===== config.mk =====
export PLATFORM = sky130hd
export DESIGN_NAME = pgm_entry_seq
export DESIGN_NICKNAME = d
export VERILOG_FILES = /design/src/rtl/pes_pkg.sv /design/src/rtl/pes_gap_timer.sv /design/src/rtl/pes_try_counter.sv /design/src/rtl/pgm_entry_seq.sv
export SDC_FILE = /design/constraint.sdc
export NUM_CORES = 1
export LEC_CHECK = 0
export BUFFER_PORTS_ARGS = -buffer_cell sky130_fd_sc_hd__buf_2
export CORE_MARGIN = 2
export CORE_UTILIZATION = 57
export DETAILED_ROUTE_END_ITERATION = 10
export PLACE_DENSITY = 0.78
export RECOVER_POWER = 25
export SKIP_LAST_GASP = 1
export SLEW_MARGIN = 20
export SYNTH_ARGS = -nofsm -noshare
export SYNTH_HDL_FRONTEND = slang
export SYNTH_HIERARCHICAL = 1
export SYNTH_SLANG_ARGS = --single-unit

===== constraint.sdc =====
create_clock -name clk -period 5.25 [get_ports clk]
set_clock_uncertainty 0.05 [all_clocks]
set_input_delay 0.2625 -clock clk [delete_from_list [all_inputs] [get_ports clk]]
set_output_delay 0.2625 -clock clk [all_outputs]
set_load 0.03 [all_outputs]

===== src/rtl/pes_pkg.sv =====
package pes_pkg;

  localparam int BYTE_W   = 8;
  localparam int CMD_LEN  = 4;
  localparam int IDX_W    = $clog2(CMD_LEN);
  localparam int ECHO_POS = 2;
  localparam logic [BYTE_W-1:0] ECHO_VAL = 8'h53;

  typedef enum logic [2:0] {
    ST_IDLE,
    ST_SEND,
    ST_RECV,
    ST_GAP_A,
    ST_RST_HI,
    ST_GAP_B
  } pes_state_e;

  function automatic logic [BYTE_W-1:0] cmd_byte(input logic [IDX_W-1:0] idx);
    case (idx)
      IDX_W'(0): cmd_byte = 8'hAC;
      IDX_W'(1): cmd_byte = 8'h53;
      default:   cmd_byte = 8'h00;
    endcase
  endfunction

endpackage


===== src/rtl/pes_gap_timer.sv =====
module pes_gap_timer #(
  parameter int GAP_CYCLES = 64
) (
  input  logic clk,
  input  logic rst_n,
  input  logic load_i,
  output logic expired_o
);
  localparam int TW = $clog2(GAP_CYCLES + 1);
  localparam logic [TW-1:0] RELOAD = TW'(GAP_CYCLES - 1);

  logic [TW-1:0] cnt_q;

  always_ff @(posedge clk or negedge rst_n) begin
    if (!rst_n) begin
      cnt_q <= '0;
    end else if (load_i) begin
      cnt_q <= RELOAD;
    end else if (cnt_q != '0) begin
      cnt_q <= cnt_q - TW'(1);
    end
  end

  assign expired_o = (cnt_q == '0);
endmodule


===== src/rtl/pes_try_counter.sv =====
module pes_try_counter #(
  parameter int MAX_TRIES = 32
) (
  input  logic clk,
  input  logic rst_n,
  input  logic load_i,
  input  logic dec_i,
  output logic last_o
);
  localparam int CW = $clog2(MAX_TRIES + 1);
  localparam logic [CW-1:0] FULL = CW'(MAX_TRIES);

  logic [CW-1:0] left_q;

  always_ff @(posedge clk or negedge rst_n) begin
    if (!rst_n) begin
      left_q <= '0;
    end else if (load_i) begin
      left_q <= FULL;
    end else if (dec_i && left_q != '0) begin
      left_q <= left_q - CW'(1);
    end
  end

  assign last_o = (left_q <= CW'(1));
endmodule


===== src/rtl/pgm_entry_seq.sv =====
module pgm_entry_seq
  import pes_pkg::*;
#(
  parameter int MAX_TRIES  = 32,
  parameter int GAP_CYCLES = 64
) (
  input  logic       clk,
  input  logic       rst_n,
  input  logic       start_i,
  input  logic       fast_i,
  output logic       tx_valid_o,
  input  logic       tx_ready_i,
  output logic [7:0] tx_data_o,
  input  logic       rx_valid_i,
  output logic       rx_ready_o,
  input  logic [7:0] rx_data_i,
  output logic       tgt_rst_o,
  output logic       eng_en_o,
  output logic       hi_clr_o,
  output logic       done_o,
  output logic       err_o
);
  localparam logic [IDX_W-1:0] LAST_IDX = IDX_W'(CMD_LEN - 1);
  localparam logic [IDX_W-1:0] ECHO_IDX = IDX_W'(ECHO_POS);

  pes_state_e       st_q;
  logic [IDX_W-1:0] idx_q;
  logic             echo_ok_q;
  logic             fast_q;
  logic             rst_q, eng_q, hiclr_q, done_q, err_q;

  logic rx_take, last_reply, gap_exp, try_last;
  logic tmr_load, try_load, try_dec;

  assign rx_take    = (st_q == ST_RECV) && rx_valid_i;
  assign last_reply = rx_take && (idx_q == LAST_IDX);

  // Timer restarts on every entry into a recovery phase
  assign tmr_load = (last_reply && !echo_ok_q)
                  || ((st_q == ST_GAP_A)  && gap_exp)
                  || ((st_q == ST_RST_HI) && gap_exp);
  assign try_load = (st_q == ST_IDLE) && start_i;
  assign try_dec  = (st_q == ST_GAP_B) && gap_exp;

  pes_gap_timer #(.GAP_CYCLES(GAP_CYCLES)) u_gap (
    .clk      (clk),
    .rst_n    (rst_n),
    .load_i   (tmr_load),
    .expired_o(gap_exp)
  );

  pes_try_counter #(.MAX_TRIES(MAX_TRIES)) u_try (
    .clk   (clk),
    .rst_n (rst_n),
    .load_i(try_load),
    .dec_i (try_dec),
    .last_o(try_last)
  );

  always_ff @(posedge clk or negedge rst_n) begin
    if (!rst_n) begin
      st_q      <= ST_IDLE;
      idx_q     <= '0;
      echo_ok_q <= 1'b0;
      fast_q    <= 1'b0;
      rst_q     <= 1'b0;
      eng_q     <= 1'b0;
      hiclr_q   <= 1'b0;
      done_q    <= 1'b0;
      err_q     <= 1'b0;
    end else begin
      hiclr_q <= 1'b0;
      done_q  <= 1'b0;
      err_q   <= 1'b0;
      case (st_q)
        ST_IDLE: begin
          if (start_i) begin
            st_q      <= ST_SEND;
            idx_q     <= '0;
            echo_ok_q <= 1'b0;
            fast_q    <= fast_i;
            eng_q     <= fast_i;
            hiclr_q   <= 1'b1;
          end
        end
        ST_SEND: begin
          if (tx_ready_i) st_q <= ST_RECV;
        end
        ST_RECV: begin
          if (rx_valid_i) begin
            if (idx_q == ECHO_IDX) echo_ok_q <= (rx_data_i == ECHO_VAL);
            if (idx_q == LAST_IDX) begin
              if (echo_ok_q) begin
                st_q   <= ST_IDLE;
                done_q <= 1'b1;
              end else begin
                st_q  <= ST_GAP_A;
                eng_q <= 1'b0;
              end
            end else begin
              idx_q <= idx_q + IDX_W'(1);
              st_q  <= ST_SEND;
            end
          end
        end
        ST_GAP_A: begin
          if (gap_exp) begin
            st_q  <= ST_RST_HI;
            rst_q <= 1'b1;
          end
        end
        ST_RST_HI: begin
          if (gap_exp) begin
            st_q  <= ST_GAP_B;
            rst_q <= 1'b0;
          end
        end
        ST_GAP_B: begin
          if (gap_exp) begin
            eng_q <= fast_q;
            if (try_last) begin
              st_q  <= ST_IDLE;
              err_q <= 1'b1;
            end else begin
              st_q      <= ST_SEND;
              idx_q     <= '0;
              echo_ok_q <= 1'b0;
            end
          end
        end
        default: st_q <= ST_IDLE;
      endcase
    end
  end

  assign tx_valid_o = (st_q == ST_SEND);
  assign tx_data_o  = cmd_byte(idx_q);
  assign rx_ready_o = (st_q == ST_RECV);
  assign tgt_rst_o  = rst_q;
  assign eng_en_o   = eng_q;
  assign hi_clr_o   = hiclr_q;
  assign done_o     = done_q;
  assign err_o      = err_q;
endmodule


==> flow_summary.json, run 1 <==
{
  "hold_ws_ns": 0.0426,
  "power.total_uw": 868,
  "antenna_found_initial": 0,
  "cts_root_buf": "clkbuf_4",
  "synth_nets": 201,
  "synth_ff_type": "dfrtp_1",
  "synth_compound_area_share_pct": 16.2,
  "dp_slack_ns": 2.26,
  "wl_per_cell_um": 14.2,
  "place_congestion": 0.791,
  "worst_ep_required_time_ns": 5.46,
  "synth.mux.area_fraction_pct": 5.18,
  "diodes": 0,
  "timing.fmax_mhz": 329,
  "hold_class": "in2reg",
  "slew_violations": 0,
  "cp_num_buf_inv": 1,
  "yosys-top-cells-area": "dfrtp_1 (38%), ha_1 (6.8%), o21ai_0 (3.6%)",
  "grt_pass1_vias": 1318,
  "fin_nets": 223,
  "synth_top_area_share_pct": 37.6,
  "synth_top_area_cell": "dfrtp_1",
  "async_flop_share_pct": 100,
  "power_density_nw_per_um2": 482,
  "std_cell_rows": 19,
  "path_cells": "inv_1 > ha_1 > or3b_2 > nor2_1 > and4b_2 > or4b_1 > or3_1 > a21oi_2",
  "grt_pass1_wl_mm": 5.91,
  "tightest_slew_ns": 1.38,
  "path_clk_slew_ns": 0.14,
  "finalCritPeriodShare_pct": 57.9,
  "antenna_left": 0,
  "worstPathMaxFanout": 11,
  "seq_area_frac_synth_pct": 37.6,
  "syn_to_final_growth_pct": 8.19,
  "synth_adder_area_share_pct": 6.76,
  "cts_setup_buffers": 0,
  "slowest_delay_ns": 0.49,
  "period_minus_slack_ns": 3.04,
  "ir_drop_mv": 0.416,
  "rrSetupSlack_ns": 2.21,
  "worstPathArrival_ns": 3.25,
  "route.detailed.drc": 0,
  "ys_types": 58,
  "synthSimpleGateAreaFrac_pct": 27.3,
  "grt_max_degree": 26,
  "critPathCaptureType": "flop",
  "fillers": 227,
  "htreeDepth": 1,
  "ys_warn_count": 6,
  "synth_edf_count": 0,
  "drive_gt1_share_pct": 20.6,
  "syn_area_um2": 1670,
  "synth_top_family_by_area": "simple AND/OR/NAND/NOR gates",
  "clock-sinks": 25,
  "cp_slowest_cell": "or3b_2",
  "clockBufferDepth": 2,
  "insertion_delay_ns": 0.32,
  "maxCapViolations": 0,
  "dp_hpwl_mm": 2.40,
  "drt-pass1-iter-count": 4,
  "grt_overflow": 0,
  "syn_inst": 178,
  "crit_family": "simple AND/OR/NAND/NOR gates",
  "die_h_um": 58.1,
  "wl_mm": 3.27,
  "rsz0062_at_grt": "false",
  "ys_ff_latch": 25,
  "finalSetupTns_ns": 0,
  "vias": 1383,
  "port_buffers": 28,
  "die_w_um": 58.1,
  "power.leakage_nw": 0.794,
  "drt-initial-drc-count": 64,
  "cts_tree": "done",
  "worst_slack_ns": 2.21,
  "avgSynthCellArea_um2": 9.36,
  "die_area_um2": 3370,
  "grt_usage_pct": 22.3,
  "start_util_pct": 60.4,
  "coreArea_um2": 2760,
  "cts_resized": 0,
  "outcome": "finished, final reports clean",
  "slew_headroom_pct": 8.21,
  "hold_viol_final": 0,
  "setup.worst_path.class": "reg2reg",
  "cts_made_buffers": 3,
  "viasPerCell": 6.01,
  "io_pins": 29,
  "startpoint_type": "flop",
  "synth-xor-area-share_pct": 0,
  "finalSetupViolations": 0
}
-- path summary, 6_finish.rpt --
kind | startpoint | to | cells past startpoint
max reg2reg | u_gap/cnt_q[0]$_DFFE_PN0P_ | u_try/left_q[3]$_DFFE_PN0P_ | 8
min reg2reg | eng_en_o$_DFFE_PN0P_ | eng_en_o$_DFFE_PN0P_ | 1
max | u_gap/cnt_q[0]$_DFFE_PN0P_ | u_try/left_q[3]$_DFFE_PN0P_ | 8
min in group asynchronous | rst_n | u_try/left_q[4]$_DFFE_PN0P_ | 2
min | rx_data_i[3] | echo_ok_q$_DFFE_PN0P_ | 2
max in group asynchronous | rst_n | u_try/left_q[1]$_DFFE_PN0P_ | 2
-- state kept, by name (all words and copies together) (netlist names), 2 cells and up --
name          count
u_gap/cnt_q       7
u_try/left_q      6
st_q              3
idx_q             2
-- where the power goes --
part	internal, mW	switching [mW]	total (mW)
Sequential	0.247	0.0829	0.330
Clock	0.0286	0.0588	0.0874
Combinational	0.178	0.273	0.451
-- logic make-up after synthesis --
group                      count (synthesis)
and+or+nand+nor                           74
DFF                                       25
muxes                                      8
adders and majority gates                  9
AOI/OAI and AO/OA                         40
buffers and inverters                     22
-- worst register-to-register path: stages (launching register included) --
cell and delay [ns]:
dfrtp_1 0.43, inv_1 0.11, ha_1 0.21, or3b_2 0.49
nor2_1 0.34, and4b_2 0.42, or4b_1 0.47, or3_1 0.34
a21oi_2 0.12
-- layout by cell type (no fill, tap or decap), types with 2 or more instances in the layout --
cell	synthesis	routed
mux2_1	2	2
mux2i_1	3	3
nor2b_1	9	9
o21ai_1	2	2
nand2_1	12	12
nand2b_1	5	5
buf_2	2	27
o21ai_0	12	12
nor2_1	14	14
mux2_2	3	3
nand3_1	3	3
clkbuf_4	0	3
ha_1	9	9
inv_1	10	10
nor4_1	3	3
nor3_1	5	5
dfrtp_1	25	25
a211oi_1	3	3
or4_1	3	3
nor3b_1	3	3
a21oi_1	7	7
-- cells in the mapped netlist (2+ instances only) --
| master | n |
|---|---|
| nor2b_1 | 9 |
| nand2b_1 | 5 |
| dfrtp_1 | 25 |
| mux2_2 | 3 |
| o21ai_0 | 12 |
| nor4_1 | 3 |
| nor2_1 | 14 |
| nor3b_1 | 3 |
| o21ai_1 | 2 |
| mux2i_1 | 3 |
| mux2_1 | 2 |
| inv_1 | 10 |
| nand2_1 | 12 |
| nand3_1 | 3 |
| a21oi_1 | 7 |
| ha_1 | 9 |
| buf_2 | 2 |
| buf_4 | 6 |
| nor3_1 | 5 |
| or4_1 | 3 |
| a211oi_1 | 3 |
-- per-layer routing --
metal / routed length [um] / GRT usage [%] / share of wire (%) / up-vias
met5: 0 / 0 / 0 / -
met3: 118 / 5.36 / 3.6 / 2
met2: 1620 / 37.7 / 49 / 29
met4: 19 / 4.32 / 0.58 / 0
li1: - / - / - / 685
met1: 1520 / 29.3 / 46 / 667
-- area by class of cell --
type / count / area [um2] / share of cell area (%)
clock buffer: 3 / 22.5 / 1.25
clock inverter: 1 / 5.00 / 0.278
inverter: 10 / 37.5 / 2.08
multi-input combinational: 131 / 923 / 51.2
sequential: 25 / 626 / 34.7
tap: 31 / 38.8 / 2.15
timing repair buffer: 29 / 149 / 8.26
-- repair_timing --
item / in CTS / in global routing
endpoints found under the hold margin: 25 / 0
hold buffers: 1 / 0
setup endpoints to repair: 0 / 0
-- per-stage QoR --
step                      utilization [%]  area, um2  cells
after floorplan                         -       1670    178
after global placement               64.0       1770    225
after detailed placement             64.0       1770    225
after CTS                            65.4       1800    230
after global routing                 65.3       1800    230
final                                65.3       1800    230
Power figures use the tool's default switching activity.
==> run 2: changes to the inputs <==
--- a/config.mk
+++ b/config.mk
@@ -7,9 +7,9 @@
 export LEC_CHECK = 0
 export BUFFER_PORTS_ARGS = -buffer_cell sky130_fd_sc_hd__buf_2
 export CORE_MARGIN = 2
-export CORE_UTILIZATION = 57
+export CORE_UTILIZATION = 50
 export DETAILED_ROUTE_END_ITERATION = 10
-export PLACE_DENSITY = 0.78
+export PLACE_DENSITY = 0.72
 export RECOVER_POWER = 25
 export SKIP_LAST_GASP = 1
 export SLEW_MARGIN = 20
==> constraint.sdc (replaced) <==
create_clock -name clk -period 2.54 [get_ports clk]
set_clock_uncertainty 0.05 [all_clocks]
set_input_delay 0.127 -clock clk [delete_from_list [all_inputs] [get_ports clk]]
set_output_delay 0.127 -clock clk [all_outputs]
set_load 0.03 [all_outputs]
==> run 2 against run 1 <==
Setup slack got worse by 2.1 ns; via count decreased by 0.87%; total power increased by 110%; global-route usage decreased by 2.8 points; die area increased by 13%; final area increased by 7.2%; hold slack got worse by 0.024 ns; utilization decreased by 3.1 points; fmax increased by 25%; first-iteration DRC count increased by 7.8%; non-clock buffer count increased by 11; sequential share of layout area decreased by 2.3 points; largest cell class unchanged.
==> flow_summary.json, run 2 (synthesized netlist as in run 1, its figures left out) <==
{
  "outcome": "finished, final reports clean",
  "clockBufferDepth": 2,
  "mostFrequentLayoutCells": "buf_2 (27), dfrtp_1 (25), nor2_1 (13)",
  "finalSetupTns_ns": 0,
  "hold_viol_final": 0,
  "path_clk_slew_ns": 0.14,
  "drt-pass1-iter-count": 4,
  "rsz0062_at_grt": "false",
  "fin_nets": 234,
  "final_common_cell": "buf_2",
  "start_util_pct": 53.7,
  "finalSetupViolations": 0,
  "worst_ep_required_time_ns": 2.75,
  "vias": 1371,
  "drt-initial-drc-count": 69,
  "critPathCaptureType": "flop",
  "drive_gt1_share_pct": 25.2,
  "worstRegToRegCells": 8,
  "antenna_found_initial": 0,
  "clock-sinks": 25,
  "insertion_delay_ns": 0.32,
  "die_area_um2": 3810,
  "hold_class": "in2reg",
  "viasPerCell": 5.40,
  "place_congestion": 0.891,
  "worst_slack_ns": 0.116,
  "final_cell_area_um2": 1930,
  "slew_headroom_pct": 7.00,
  "htreeDepth": 1,
  "grt_overflow": 0,
  "worstPathArrival_ns": 2.64,
  "std_cell_rows": 20,
  "route.detailed.drc": 0,
  "slew_violations": 0,
  "antenna_left": 0,
  "grt_pass1_wl_mm": 5.59,
  "io_pins": 29,
  "die_h_um": 61.7,
  "cts_tree": "done",
  "power.leakage_nw": 0.845,
  "power_density_nw_per_um2": 965,
  "hold_ws_ns": 0.0184,
  "grt_pass1_vias": 1270,
  "die_w_um": 61.7,
  "dpl-instance-area_um2": 1830,
  "dp_hpwl_mm": 2.49,
  "timing.fmax_mhz": 413,
  "worstPathMaxFanout": 4,
  "setup.worst_path.class": "reg2reg",
  "cts_made_buffers": 3,
  "rrSetupSlack_ns": 0.12,
  "dp.cells": 243,
  "wl_mm": 3.43,
  "finalCritPeriodShare_pct": 95.4,
  "largest_register_ffs": 7,
  "ir_drop_mv": 0.535,
  "period_minus_slack_ns": 2.42,
  "maxCapViolations": 0,
  "cts_root_buf": "clkbuf_4",
  "coreArea_um2": 3100,
  "largestRegisters": "u_gap/cnt_q (7), u_try/left_q (6), st_q (3)",
  "wl_per_cell_um": 13.5,
  "dp_slack_ns": 0.0687,
  "final_cells": 254,
  "startpoint_type": "flop",
  "min_delay_path_depth": 2,
  "regMostFlops": "u_gap/cnt_q",
  "grt_usage_pct": 19.5,
  "syn_to_final_growth_pct": 16.0,
  "tightest_slew_ns": 1.40,
  "diodes": 0,
  "port_buffers": 28,
  "grt_max_degree": 26
}
-- run 2: worst max-delay path: stages (launching register included) --
cell	delay, ns
dfrtp_1	0.42
inv_2	0.08
ha_2	0.18
or3b_4	0.41
nor2_4	0.12
and4b_2	0.22
or4b_4	0.45
or3_1	0.33
a21oi_2	0.11
-- run 2: final timing paths --
check,startpoint,end
max,u_gap/cnt_q[0]$_DFFE_PN0P_,u_try/left_q[3]$_DFFE_PN0P_
min,fast_i,fast_q$_DFFE_PN0P_
max reg2reg,u_gap/cnt_q[0]$_DFFE_PN0P_,u_try/left_q[3]$_DFFE_PN0P_
min reg2reg,eng_en_o$_DFFE_PN0P_,eng_en_o$_DFFE_PN0P_
max in group asynchronous,rst_n,fast_q$_DFFE_PN0P_
min in group asynchronous,rst_n,u_try/left_q[4]$_DFFE_PN0P_
-- run 2: stage by stage --
stage          power (mW)  utilization, %
2_1_floorplan        1.48               -
3_3_place_gp         1.61            59.0
3_5_place_dp         1.66            59.0
4_1_cts              1.85            61.4
5_1_grt              2.02            62.3
6_report             1.86            62.3
-- run 2: routing by layer --
metal	global-route usage, %	vias up	part of all wire [%]
li1	-	696	-
met1	25.7	647	45
met2	33.7	28	51
met3	2.48	0	3.4
met4	5.47	0	0
met5	0	-	0
-- run 2: cell type report --
class / count / area, um2
Clock buffer: 4 / 26.3
Fill cell: 294 / 1170
Inverter: 10 / 37.5
Multi-Input combinational cell: 131 / 946
Sequential cell: 25 / 626
Tap cell: 44 / 55.1
Timing Repair Buffer: 40 / 241
-- run 2: what timing repair did --
action / CTS / global route
hold endpoints to repair: 26 / 0
resized for setup: 0 / 5
endpoints found under the setup margin: 0 / 3
hold buffers: 5 / 0
setup buffers: 0 / 2
-- run 2: power breakdown --
group / total (mW) / switching [mW] / internal [mW]
clock network: 0.181 / 0.119 / 0.0614
registers: 0.661 / 0.149 / 0.512
logic: 1.02 / 0.603 / 0.420
==> run 3: changes to the inputs <==
==> constraint.sdc (replaced) <==
create_clock -name clk -period 2 [get_ports clk]
set_clock_uncertainty 0.05 [all_clocks]
set_input_delay 0.1 -clock clk [delete_from_list [all_inputs] [get_ports clk]]
set_output_delay 0.1 -clock clk [all_outputs]
set_load 0.03 [all_outputs]
==> run 3 against run 2 <==
The flow now finishes with violations (negative setup slack); final cell count increased by 9.4%; clock power increased by 26%; global-route usage increased by 3.4 points; critical path depth unchanged; final area increased by 11%.
==> flow_summary.json, run 3 (synthesized netlist as in run 1, its figures left out) <==
{
  "cts_root_buf": "clkbuf_4",
  "grt_max_degree": 26,
  "p_seq_share_pct": 29.0,
  "timing.fmax_mhz": 414,
  "antenna_left": 0,
  "violations": "negative setup slack",
  "die_h_um": 61.7,
  "drt-pass1-iter-count": 4,
  "port_buffers": 28,
  "vias": 1519,
  "worstPathMaxFanout": 4,
  "crit_family": "simple AND/OR/NAND/NOR gates",
  "slew_violations": 0,
  "cts_tree": "done",
  "die_area_um2": 3810,
  "ir_drop_mv": 0.761,
  "final_common_cell": "buf_4",
  "dpl-instance-area_um2": 2010,
  "drive_gt1_share_pct": 34.6,
  "clockBufferDepth": 2,
  "wl_mm": 3.95,
  "largest_register_ffs": 7,
  "clock-sinks": 25,
  "worst_ep_required_time_ns": 2.21,
  "dp_slack_ns": -0.394,
  "cp_slowest_cell": "or4b_4",
  "cp_num_buf_inv": 1,
  "finalSetupViolations": 11,
  "antenna_found_initial": 0,
  "rsz0062_at_grt": "true",
  "combPwrFrac_pct": 62.3,
  "worst_slack_ns": -0.414,
  "path_clk_slew_ns": 0.14,
  "dp_hpwl_mm": 2.82,
  "largestRegisters": "u_gap/cnt_q (7), u_try/left_q (6), st_q (3)",
  "io_pins": 29,
  "diodes": 0,
  "grt_overflow": 0,
  "hold_viol_final": 0,
  "finalCritPeriodShare_pct": 121,
  "p_sw_share_pct": 45.2,
  "clkPwrFrac_pct": 8.7,
  "htreeDepth": 1,
  "fin_nets": 258,
  "cts_made_buffers": 3,
  "start_util_pct": 53.7,
  "insertion_delay_ns": 0.31,
  "place_congestion": 0.827,
  "worstPathArrival_ns": 2.62,
  "outcome": "finished with violations",
  "grt_usage_pct": 22.9,
  "final_cell_area_um2": 2140,
  "slew_headroom_pct": 7.86,
  "wl_per_cell_um": 14.2,
  "tightest_slew_ns": 1.38,
  "hold_ws_ns": 0.0778,
  "power.leakage_nw": 0.973,
  "grt_pass1_vias": 1461,
  "period_minus_slack_ns": 2.41,
  "hold_class": "in2reg",
  "std_cell_rows": 20,
  "grt_pass1_wl_mm": 6.46,
  "syn_to_final_growth_pct": 28.6,
  "viasPerCell": 5.46,
  "maxCapViolations": 0,
  "die_w_um": 61.7,
  "internal-power_mw": 1.44,
  "coreArea_um2": 3100,
  "setup.worst_path.class": "reg2reg",
  "route.detailed.drc": 0,
  "power.switching_mw": 1.19,
  "regMostFlops": "u_gap/cnt_q",
  "critPathCaptureType": "flop",
  "startpoint_type": "flop",
  "slowest_delay_ns": 0.46,
  "power_density_nw_per_um2": 1230,
  "mostFrequentLayoutCells": "buf_4 (29), buf_2 (27), dfrtp_1 (25)",
  "path_cells": "inv_2 > ha_4 > or3b_4 > nor2_4 > and4b_2 > or4b_4 > or3_4 > a21oi_2",
  "drt-initial-drc-count": 69
}
run 3: power by group through the flow:
stage	Sequential (mW)	Clock, mW	Combinational (mW)
after floorplan	0.818	0	1.09
after global placement	0.763	0	1.51
final	0.761	0.228	1.64
after global routing	0.778	0.260	1.81
after CTS	0.761	0.234	1.61
after detailed placement	0.771	0	1.57
run 3: through the flow:
step | power [mW] | utilization [%] | cells | TNS (ns)
after detailed placement | 2.34 | 64.6 | 264 | -2.31
after global placement | 2.28 | 64.6 | 264 | -1.63
after CTS | 2.61 | 68.5 | 277 | -2.34
after global routing | 2.84 | 69.0 | 278 | -3.50
after floorplan | 1.90 | - | 178 | -1.72
final | 2.62 | 69.0 | 278 | -2.42
run 3: layout make-up:
cell class              instances  area, um2
multi-input cells             131        970
fillers                       255        961
flip-flops and latches         25        626
repair buffers                 64        427
well taps                      44       55.1
inverters                      10       37.5
clock buffers                   3       22.5
clock inverters                 1       5.00
run 3: worst register-to-register path, stage by stage, from the launching register on:
cell     delay, ns
dfrtp_1       0.41
inv_2         0.08
ha_4          0.14
or3b_4        0.39
nor2_4        0.11
and4b_2       0.25
or4b_4        0.46
or3_4         0.34
a21oi_2       0.12
run 3: worst paths after layout:
path | start | slack, ns | to | cells past startpoint
max in group asynchronous | rst_n | 0.53 | u_try/left_q[0]$_DFFE_PN0P_ | 2
min reg2reg | eng_en_o$_DFFE_PN0P_ | 0.45 | eng_en_o$_DFFE_PN0P_ | 1
max reg2reg | u_gap/cnt_q[0]$_DFFE_PN0P_ | -0.41 | u_try/left_q[3]$_DFFE_PN0P_ | 8
min in group asynchronous | rst_n | 0.57 | u_try/left_q[4]$_DFFE_PN0P_ | 2
min | rx_data_i[7] | 0.08 | echo_ok_q$_DFFE_PN0P_ | 4
max | u_gap/cnt_q[0]$_DFFE_PN0P_ | -0.41 | u_try/left_q[3]$_DFFE_PN0P_ | 8
run 3: layer usage:
layer	track usage (%)	part of all wire, %	vias up
li1	-	-	751
met1	27.7	43	730
met2	40.3	51	30
met3	3.52	3.4	8
met4	9.73	2.0	0
met5	0	0	-
run 3: what timing repair did:
item / in CTS / in global routing
resized for setup: 4 / 3
buffers inserted: 3 / 1
endpoints found under the setup margin: 17 / 16
hold buffers: 7 / 0
endpoints found under the hold margin: 28 / 0
pin swaps: 3 / 1
